File: config.mk
export PLATFORM = sky130hd
export DESIGN_NAME = chiplet_ctrl_bank
export DESIGN_NICKNAME = d
export VERILOG_FILES = /design/src/rtl/cplt_bank_pkg.sv /design/src/rtl/cplt_bank_decode.sv /design/src/rtl/cplt_alias_reg.sv /design/src/rtl/chiplet_ctrl_bank.sv
export SDC_FILE = /design/constraint.sdc
export NUM_CORES = 2
export LEC_CHECK = 0
export BUFFER_PORTS_ARGS = -buffer_cell sky130_fd_sc_hd__buf_4
export CAP_MARGIN = 10
export CORE_MARGIN = 4
export CORE_UTILIZATION = 25
export DETAILED_ROUTE_END_ITERATION = 16
export MAX_ROUTING_LAYER = met4
export PLACE_DENSITY = 0.36
export SLEW_MARGIN = 0
export SYNTH_ARGS = -nofsm -noshare
export SYNTH_HDL_FRONTEND = slang
export SYNTH_HIERARCHICAL = 1
export SYNTH_SLANG_ARGS = --single-unit
File: constraint.sdc
create_clock -name clk_i -period 2.4 [get_ports clk_i]
set_input_delay 0.12 -clock clk_i [delete_from_list [all_inputs] [get_ports clk_i]]
set_output_delay 0.12 -clock clk_i [all_outputs]
set_load 0.05 [all_outputs]
File: src/rtl/cplt_bank_pkg.sv
package cplt_bank_pkg;
  typedef enum logic [2:0] {
    ACC_NONE,
    ACC_DIRECT,
    ACC_SET,
    ACC_CLR,
    ACC_PLAIN
  } acc_kind_e;

  localparam int unsigned N_CTRL  = 6;
  localparam int unsigned N_CFG   = 2;
  localparam int unsigned CFG_OFF = 8;
  localparam int unsigned N_PLAIN = 4;
  localparam int unsigned STAT_IDX = 'h100;
  localparam int unsigned MASK_IDX = 'h101;
endpackage

File: src/rtl/cplt_bank_decode.sv
module cplt_bank_decode
  import cplt_bank_pkg::*;
#(
  parameter int unsigned IDX_W   = 10,
  parameter int unsigned N_ALIAS = N_CTRL + N_CFG,
  localparam int unsigned SLOT_W = $clog2(N_ALIAS),
  localparam int unsigned PSEL_W = $clog2(N_PLAIN)
) (
  input  logic [IDX_W-1:0]  idx_i,
  output acc_kind_e         kind_o,
  output logic [SLOT_W-1:0] slot_o,
  output logic [PSEL_W-1:0] psel_o
);
  localparam int unsigned LOCK_IDX = (1 << IDX_W) - 1;
  localparam int unsigned PROT_IDX = (1 << IDX_W) - 2;

  logic        hit;
  int unsigned off;

  always_comb begin
    kind_o = ACC_NONE;
    slot_o = '0;
    psel_o = '0;
    hit    = 1'b0;
    off    = int'(idx_i[3:0]);
    // windows 0..2 live in the lowest 48 indices
    if (idx_i[IDX_W-1:6] == '0 && idx_i[5:4] != 2'b11) begin
      if (off < N_CTRL) begin
        hit    = 1'b1;
        slot_o = SLOT_W'(off);
      end else if (off >= CFG_OFF && off < CFG_OFF + N_CFG) begin
        hit    = 1'b1;
        slot_o = SLOT_W'(off - CFG_OFF + N_CTRL);
      end
      if (hit) begin
        unique case (idx_i[5:4])
          2'b00:   kind_o = ACC_DIRECT;
          2'b01:   kind_o = ACC_SET;
          default: kind_o = ACC_CLR;
        endcase
      end
    end else if (idx_i == IDX_W'(STAT_IDX)) begin
      kind_o = ACC_PLAIN;
      psel_o = PSEL_W'(0);
    end else if (idx_i == IDX_W'(MASK_IDX)) begin
      kind_o = ACC_PLAIN;
      psel_o = PSEL_W'(1);
    end else if (idx_i == IDX_W'(PROT_IDX)) begin
      kind_o = ACC_PLAIN;
      psel_o = PSEL_W'(2);
    end else if (idx_i == IDX_W'(LOCK_IDX)) begin
      kind_o = ACC_PLAIN;
      psel_o = PSEL_W'(3);
    end
  end
endmodule

File: src/rtl/cplt_alias_reg.sv
module cplt_alias_reg
  import cplt_bank_pkg::*;
#(
  parameter int unsigned DW = 64
) (
  input  logic          clk_i,
  input  logic          rst_ni,
  input  logic          wr_i,
  input  acc_kind_e     kind_i,
  input  logic [DW-1:0] wdata_i,
  output logic [DW-1:0] q_o
);
  logic [DW-1:0] nxt;

  always_comb begin
    nxt = q_o;
    if (wr_i) begin
      unique case (kind_i)
        ACC_DIRECT: nxt = wdata_i;
        ACC_SET:    nxt = q_o | wdata_i;
        ACC_CLR:    nxt = q_o & ~wdata_i;
        default:    nxt = q_o;
      endcase
    end
  end

  always_ff @(posedge clk_i or negedge rst_ni) begin
    if (!rst_ni) q_o <= '0;
    else         q_o <= nxt;
  end
endmodule

File: src/rtl/chiplet_ctrl_bank.sv
module chiplet_ctrl_bank
  import cplt_bank_pkg::*;
#(
  parameter int unsigned DW    = 64,
  parameter int unsigned IDX_W = 10,
  localparam int unsigned ADDR_W = IDX_W + 3
) (
  input  logic              clk_i,
  input  logic              rst_ni,
  input  logic [ADDR_W-1:0] addr_i,
  input  logic              we_i,
  input  logic              re_i,
  input  logic [DW-1:0]     wdata_i,
  output logic [DW-1:0]     rdata_o,
  output logic              err_o
);
  localparam int unsigned N_ALIAS = N_CTRL + N_CFG;
  localparam int unsigned SLOT_W  = $clog2(N_ALIAS);
  localparam int unsigned PSEL_W  = $clog2(N_PLAIN);

  logic [IDX_W-1:0]  idx;
  acc_kind_e         acc_kind;
  logic [SLOT_W-1:0] acc_slot;
  logic [PSEL_W-1:0] acc_psel;
  logic [DW-1:0]     alias_q [N_ALIAS];
  logic [DW-1:0]     plain_q [N_PLAIN];
  logic [DW-1:0]     rd_val;
  logic              acc_err;
  logic              unused_lsb;

  assign idx        = addr_i[ADDR_W-1:3];
  assign unused_lsb = ^addr_i[2:0];

  cplt_bank_decode #(
    .IDX_W  (IDX_W),
    .N_ALIAS(N_ALIAS)
  ) u_dec (
    .idx_i (idx),
    .kind_o(acc_kind),
    .slot_o(acc_slot),
    .psel_o(acc_psel)
  );

  for (genvar g = 0; g < N_ALIAS; g++) begin : g_alias
    cplt_alias_reg #(.DW(DW)) u_reg (
      .clk_i  (clk_i),
      .rst_ni (rst_ni),
      .wr_i   (we_i && acc_slot == SLOT_W'(g)),
      .kind_i (acc_kind),
      .wdata_i(wdata_i),
      .q_o    (alias_q[g])
    );
  end

  for (genvar g = 0; g < N_PLAIN; g++) begin : g_plain
    always_ff @(posedge clk_i or negedge rst_ni) begin
      if (!rst_ni) plain_q[g] <= '0;
      else if (we_i && acc_kind == ACC_PLAIN && acc_psel == PSEL_W'(g))
        plain_q[g] <= wdata_i;
    end
  end

  always_comb begin
    unique case (acc_kind)
      ACC_DIRECT: rd_val = alias_q[acc_slot];
      ACC_PLAIN:  rd_val = plain_q[acc_psel];
      default:    rd_val = '1;
    endcase
  end

  assign acc_err = (acc_kind == ACC_NONE && (re_i || we_i))
                || (re_i && (acc_kind == ACC_SET || acc_kind == ACC_CLR));

  always_ff @(posedge clk_i or negedge rst_ni) begin
    if (!rst_ni) begin
      rdata_o <= '0;
      err_o   <= 1'b0;
    end else begin
      if (re_i) rdata_o <= rd_val;
      err_o <= acc_err;
    end
  end
endmodule

Word level (Yosys, flattened, before mapping)
Cells that the tools add are included.
{ "totals": {"reg_bits": 833, "inputBits": 81, "out_inout_bits": 65} }
{ "op_classes": {"add_sub_neg": 2, "magnitude_cmp": 5, "eq_ne": 20, "mux": 33, "bitwise_logic": 19, "reduce_logical": 34} }
{ "ops": {"columns": ["op", "count"], "rows": [
  ["$pmux 64 s3", 8],
  ["$and 64x64->64", 8],
  ["$or 64x64->64", 8],
  ["$mux 64", 4],
  ["$bmux 64 s3", 1],
  ["$bmux 64 s2", 1],
  ["$pmux 64 s2", 1],
  ["$not 64->64", 1],
  ["$mux 3", 9],
  ["$eq 10x10->1 const B", 2],
  ["$eq 10x9->1 const B", 2],
  ["$logic_and 1x1->1", 17],
  ["$reduce_and 2->1", 8],
  ["$eq 3x3->1 const B", 5],
  ["$eq 3x2->1 const B", 4],
  ["$mux 2", 5],
  ["$ge 4x4->1 const B", 2],
  ["$eq 3x1->1 const B", 2],
  ["$logic_not 3->1", 2],
  ["$eq 2x1->1 const B", 2],
  ["$eq 2x2->1 const B", 2],
  ["$logic_not 2->1", 2],
  ["$logic_not 4->1", 1],
  ["$lt 4x3->1 const B", 1],
  ["11 further kinds", 15]
]} }

Logic depth before layout (Yosys ltp)
{ "logic_depth": {"word_depth": 11, "mapped_depth": 14, "depth_no_buf": 10} }

Cells and area by module
Netlist, hierarchy kept.
{ "modules_own_cells": {"columns": ["mod", "n_inst", "cells_each", "area_each_um2"], "rows": [
  ["cplt_alias_reg", 8, 216, 2747.6],
  ["chiplet_ctrl_bank", 1, 1376, 17679.5],
  ["cplt_bank_decode", 1, 25, 163.9]
]} }

Worst setup path after synthesis
Ideal clock, no wire load.
{ "synth_path": {"path_type": "input -> register", "start": "input addr_i[9]", "end": "register rdata_o[10]", "arrival_time_ps": 3094, "t_required_ps": 2323, "slack_ps": -771, "cell_stages": 7, "cell_sequence": "or4_4 -> nor3_1 -> nor3b_2 -> o21ai_1 -> clkbuf_1 -> a21oi_1 -> a21oi_1"} }
{ "synth_between": {"word_cells_on_any_way": 28, "cone_classes": "eq/ne (6); mux (18); bitwise (2); reduce/logical (2)"} }
{ "synth_rtl": {"columns": ["element", "line", "rtl"], "rows": [
  ["start: declaration", "chiplet_ctrl_bank.sv:10", "input logic [ADDR_W-1:0] addr_i,"],
  ["$eq 10x10->1", "cplt_bank_decode.sv:48", "end else if (idx_i == IDX_W'(PROT_IDX)) begin"],
  ["$mux 3", "cplt_bank_decode.sv:48", null],
  ["$mux 3", "cplt_bank_decode.sv:45", "end else if (idx_i == IDX_W'(MASK_IDX)) begin"],
  ["$mux 3", "cplt_bank_decode.sv:42", "end else if (idx_i == IDX_W'(STAT_IDX)) begin"],
  ["$mux 3 (*)", "cplt_bank_decode.sv:27", "if (idx_i[IDX_W-1:6] == '0 && idx_i[5:4] != 2'b11) begin"],
  ["net acc_kind[0]", "chiplet_ctrl_bank.sv:22", "acc_kind_e acc_kind;"],
  ["$eq 3x3->1 or $eq 3x1->1 (tied branches)", "chiplet_ctrl_bank.sv:64", "unique case (acc_kind)"],
  ["$pmux 64 s2 (*)", "chiplet_ctrl_bank.sv:64", null],
  ["end signal: assignment", "chiplet_ctrl_bank.sv:79", "if (re_i) rdata_o <= rd_val;"],
  ["end: declaration", "chiplet_ctrl_bank.sv:14", "output logic [DW-1:0] rdata_o,"]
]} }
Mark *: on every way through the listed nets, which the timed path passes. The rest lies on a longest branch. The select of a mux whose other input is x is not followed.
A chain may end at the register's enable or synchronous reset.

Worst setup path after layout
{ "layout_path": {"start": "input addr_i[9]", "end": "register rdata_o[57]"} }
{ "layout_between": {"word_cells_on_any_way": 28, "cone_classes": "eq/ne (6); mux (18); bitwise (2); reduce/logical (2)"} }
{ "layout_rtl": {"columns": ["element", "line", "rtl"], "rows": [
  ["$logic_not 4->1", "cplt_bank_decode.sv:27", null],
  ["$logic_and 1x1->1", "cplt_bank_decode.sv:27", null],
  ["$mux 3", "cplt_bank_decode.sv:27", null],
  ["net acc_slot[0]", "chiplet_ctrl_bank.sv:23", "logic [SLOT_W-1:0] acc_slot;"],
  ["$not 3->4 (not written as such)", "chiplet_ctrl_bank.sv:65", "ACC_DIRECT: rd_val = alias_q[acc_slot];"],
  ["$bmux 64 s3", "chiplet_ctrl_bank.sv:65", null],
  ["$mux 64 (not written as such) (2 in a row)", "chiplet_ctrl_bank.sv:65", null],
  ["$pmux 64 s2", "chiplet_ctrl_bank.sv:64", null]
]} }
The timed path passes the listed nets, and every way through them passes these cells. The select of a mux whose other input is x is not followed.

==> metrics <==
status finished clean; CTS tree built; register area share after synthesis 52.3%; Post-DP HPWL 99500 µm; fmax approximately 420 MHz; Seq cells post-synth 833; initial antenna violation count 9; CP max FO 12; Syn Inst Count 3129; Setup Buffers After CTS 0; final net count ~3500; Rel. slew slack 47.0%; Synth async-reset ratio 100%; RePlAce Congestion around 0.8; Slew Limit Fails 0; row cnt 146; first-iteration detailed-routing DRC count between 2000 and 2500; Startpoint Class input port; leak pwr 0.0220 µW; residual DRC count 0; Mapped Area 39800 µm²; Compound-Gate Fraction of Synth Area 24.4%; reg2reg start plain_q[83]$_DFFE_PN0P_; pin count of the biggest net entering global routing 121; Die X a little over 400 µm; Num CTS Buffers ~100; depth of the CTS H-tree 3; RSZ-0062 raised after global routing no; via/cell ratio 5.35; Worst Hold Class input port to asynchronous set/reset pin; Synth Flop Type dfrtp_1; Tmin final about 2.4 ns; initial cell density of the core about a quarter; via count 29900; Placed Area 46500 µm²; Clock Latency Late Sink 0.72 ns; multiplexer share of the synthesized area 15.9%; signal arrival time at the worst endpoint 2.94 ns; CP Class input port to flop; die area 166000 µm²; measured slew at the worst slew-check pin approximately 0.79 ns; Synth Area in XOR/XNOR less than 1%; Longest Clk Path Bufs 3; R2R Path End rdata_o[19]$_DFFE_PN0P_; Routed wire per std cell 27.8 µm; share of cells above drive strength 1 38.1%; gr ovfl total 0; max_cap viols 0; Post-Route WL 156000 µm; R2R depth 3; Syn Nets 3211; Clock Sink Count 833; drt pass-1 iters 5; final std cells w/o fill 5597; Peak VDD IR 0.475 mV; design area 50400 µm²; port buffer count 142; Tcrit/Tclk final 98.5%; synth warn 6; fin util 31.8%; worst reg-to-reg setup slack 0.90 ns; first-pass GRT wire length 232000 µm; Clock Skews 0.0307 ns; Clock Root Buffer clkbuf_16; Avg Inst Size Synth 12.7 µm²; Post-Synth Adder-Cell Area 0.0566%; Power Density between 600 and 700 nW/µm²; Inst Count DP 5343; EDFF count, synth 0; synth unique cells 47; GRT Total Usage about a fifth; main combinational cell family by area after synthesis compound AO/OA/AOI/OAI gates; final setup vio count 0; simple logic cell fraction of the synthesized area 1.69%; Die H 407 µm; CP endpoint kind flop; Routed Antenna Nets 0; Core Area 158000 µm²; Hold Violations, Final 0; synthesis-to-layout area growth 26.6%; CP required 2.97 ns; io pins 146; clk slew on worst S/H paths 0.06 ns; vias in the first global route 31900
[power by group]
| part | internal, µW | switching (µW) |
|---|---|---|
| combinational | 963 | 1410 |
| clock | 8920 | 6310 |
| sequential | 14400 | 242 |
[state kept, by name, indices dropped and copies added (netlist names)]
signal	cells
g_alias.u_reg/q_o	512
plain_q	256
rdata_o	64
err_o	1
[layout make-up]
cell class / instances / area [µm²]
timing repair buffer: 501 / 5500
clock buffer: 167 / 3050
antenna: 2 / 5.00
multi-input combinational: 1993 / 18200
fill: 15600 / 108000
clock inverter: 17 / 190
sequential: 833 / 20800
tap: 2072 / 2590
inverter: 12 / 45.0
[synth_stat cells, types with 2 or more instances]
| library cell | n | share of area (%) |
|---|---|---|
| buf_6 | 8 | 0.23 |
| mux2_2 | 318 | 9.0 |
| o21ai_0 | 513 | 6.4 |
| nor4b_1 | 2 | 0.044 |
| mux4_2 | 64 | 3.6 |
| clkinv_1 | 8 | 0.075 |
| nor2_1 | 74 | 0.70 |
| xnor2_1 | 8 | 0.18 |
| a211oi_1 | 2 | 0.038 |
| nand4b_1 | 2 | 0.044 |
| a21oi_1 | 127 | 1.6 |
| mux2_1 | 4 | 0.11 |
| nor3_1 | 4 | 0.050 |
| and3b_1 | 8 | 0.18 |
| clkbuf_1 | 113 | 1.1 |
| or2_2 | 3 | 0.047 |
| o22ai_1 | 64 | 1.0 |
| nor3b_2 | 9 | 0.28 |
| buf_2 | 107 | 1.3 |
| mux2i_1 | 127 | 3.2 |
| o221ai_1 | 63 | 1.4 |
| nor2_2 | 3 | 0.047 |
| a22o_1 | 240 | 5.3 |
| dfrtp_1 | 833 | 52 |
| o221a_2 | 63 | 1.8 |
| buf_4 | 8 | 0.15 |
| nand2b_1 | 3 | 0.047 |
| buf_1 | 7 | 0.066 |
| buf_12 | 48 | 2.4 |
| nand2_1 | 5 | 0.047 |
| inv_1 | 4 | 0.038 |
| a22o_2 | 272 | 6.8 |
[cells by family (layout without fill, tap and decap cells)]
family | Yosys count | after routing
AOI/OAI and AO/OA | 1348 | 1348
muxes | 513 | 513
and+or+nand+nor | 122 | 122
DFF | 833 | 833
other | 0 | 2
adders and majority gates | 2 | 2
buffers and inverters | 303 | 697
xor gates and xnor gates | 8 | 8
[cells in the final DEF, fill, tap and decap left out, types with 9 or more instances in the layout]
cell,count
o22ai_1,64
buf_4,307
a22o_1,240
mux2_4,104
buf_12,125
o221a_2,63
a22o_2,171
nor3b_4,9
o21ai_1,158
a22o_4,101
mux2i_1,127
mux2_2,218
o221ai_1,63
nor2_1,73
clkinv_2,10
clkbuf_8,23
clkbuf_1,41
clkbuf_16,103
dfrtp_1,833
o21ai_0,355
mux4_2,64
dlygate4sd3_1,67
a21oi_1,127
[through the flow]
stage | hold slack [ns] | TNS (ns) | total power [µW] | worst slack, ns
2_1_floorplan | -0.176 | -87.21 | 15800 | -0.165
3_3_place_gp | 0.100 | -357.40 | 17200 | -0.658
3_5_place_dp | 0.106 | -365.86 | 17200 | -0.694
4_1_cts | 0.160 | 0 | 32800 | 0.0888
5_1_grt | 0.190 | 0 | 33600 | 0.0121
6_report | 0.184 | 0 | 32300 | 0.0348
[worst max-delay path, cell delays in order]
cell      delay (ns)
buf_4           0.12
or4_4           0.62
or3b_4          0.46
nor2_4          0.24
or2_4           0.21
buf_4           0.35
buf_12          0.20
o22ai_1         0.14
o221ai_1        0.32
a21oi_1         0.11
[per-layer routing]
| layer | vias up | global-route usage, % | part of all wire (%) |
|---|---|---|---|
| li1 | 12900 | - | - |
| met3 | 223 | 2.81 | 4.6 |
| met4 | 0 | 5.04 | 2.3 |
| met1 | 16000 | 25.8 | 47 |
| met5 | - | - | 0 |
| met2 | 856 | 29.8 | 46 |
[timing repair]
action	CTS	global route
hold buffers	68	0
gates resized for setup	0	1
hold endpoints to repair	1333	0
endpoints found under the setup margin	0	1
[worst max path at each step]
stage	startpoint	end	slack, ns	cells past startpoint
3_5_place_dp	addr_i[9]	rdata_o[57]$_DFFE_PN0P_	-0.69	9
3_3_place_gp	addr_i[9]	rdata_o[57]$_DFFE_PN0P_	-0.66	9
2_1_floorplan	addr_i[9]	plain_q[77]$_DFFE_PN0P_	-0.16	8
6_report	addr_i[9]	rdata_o[57]$_DFFE_PN0P_	0.03	10
5_1_grt	addr_i[9]	rdata_o[57]$_DFFE_PN0P_	0.01	10
4_1_cts	addr_i[9]	rdata_o[57]$_DFFE_PN0P_	0.09	9
(Power assumes the default switching activity.)
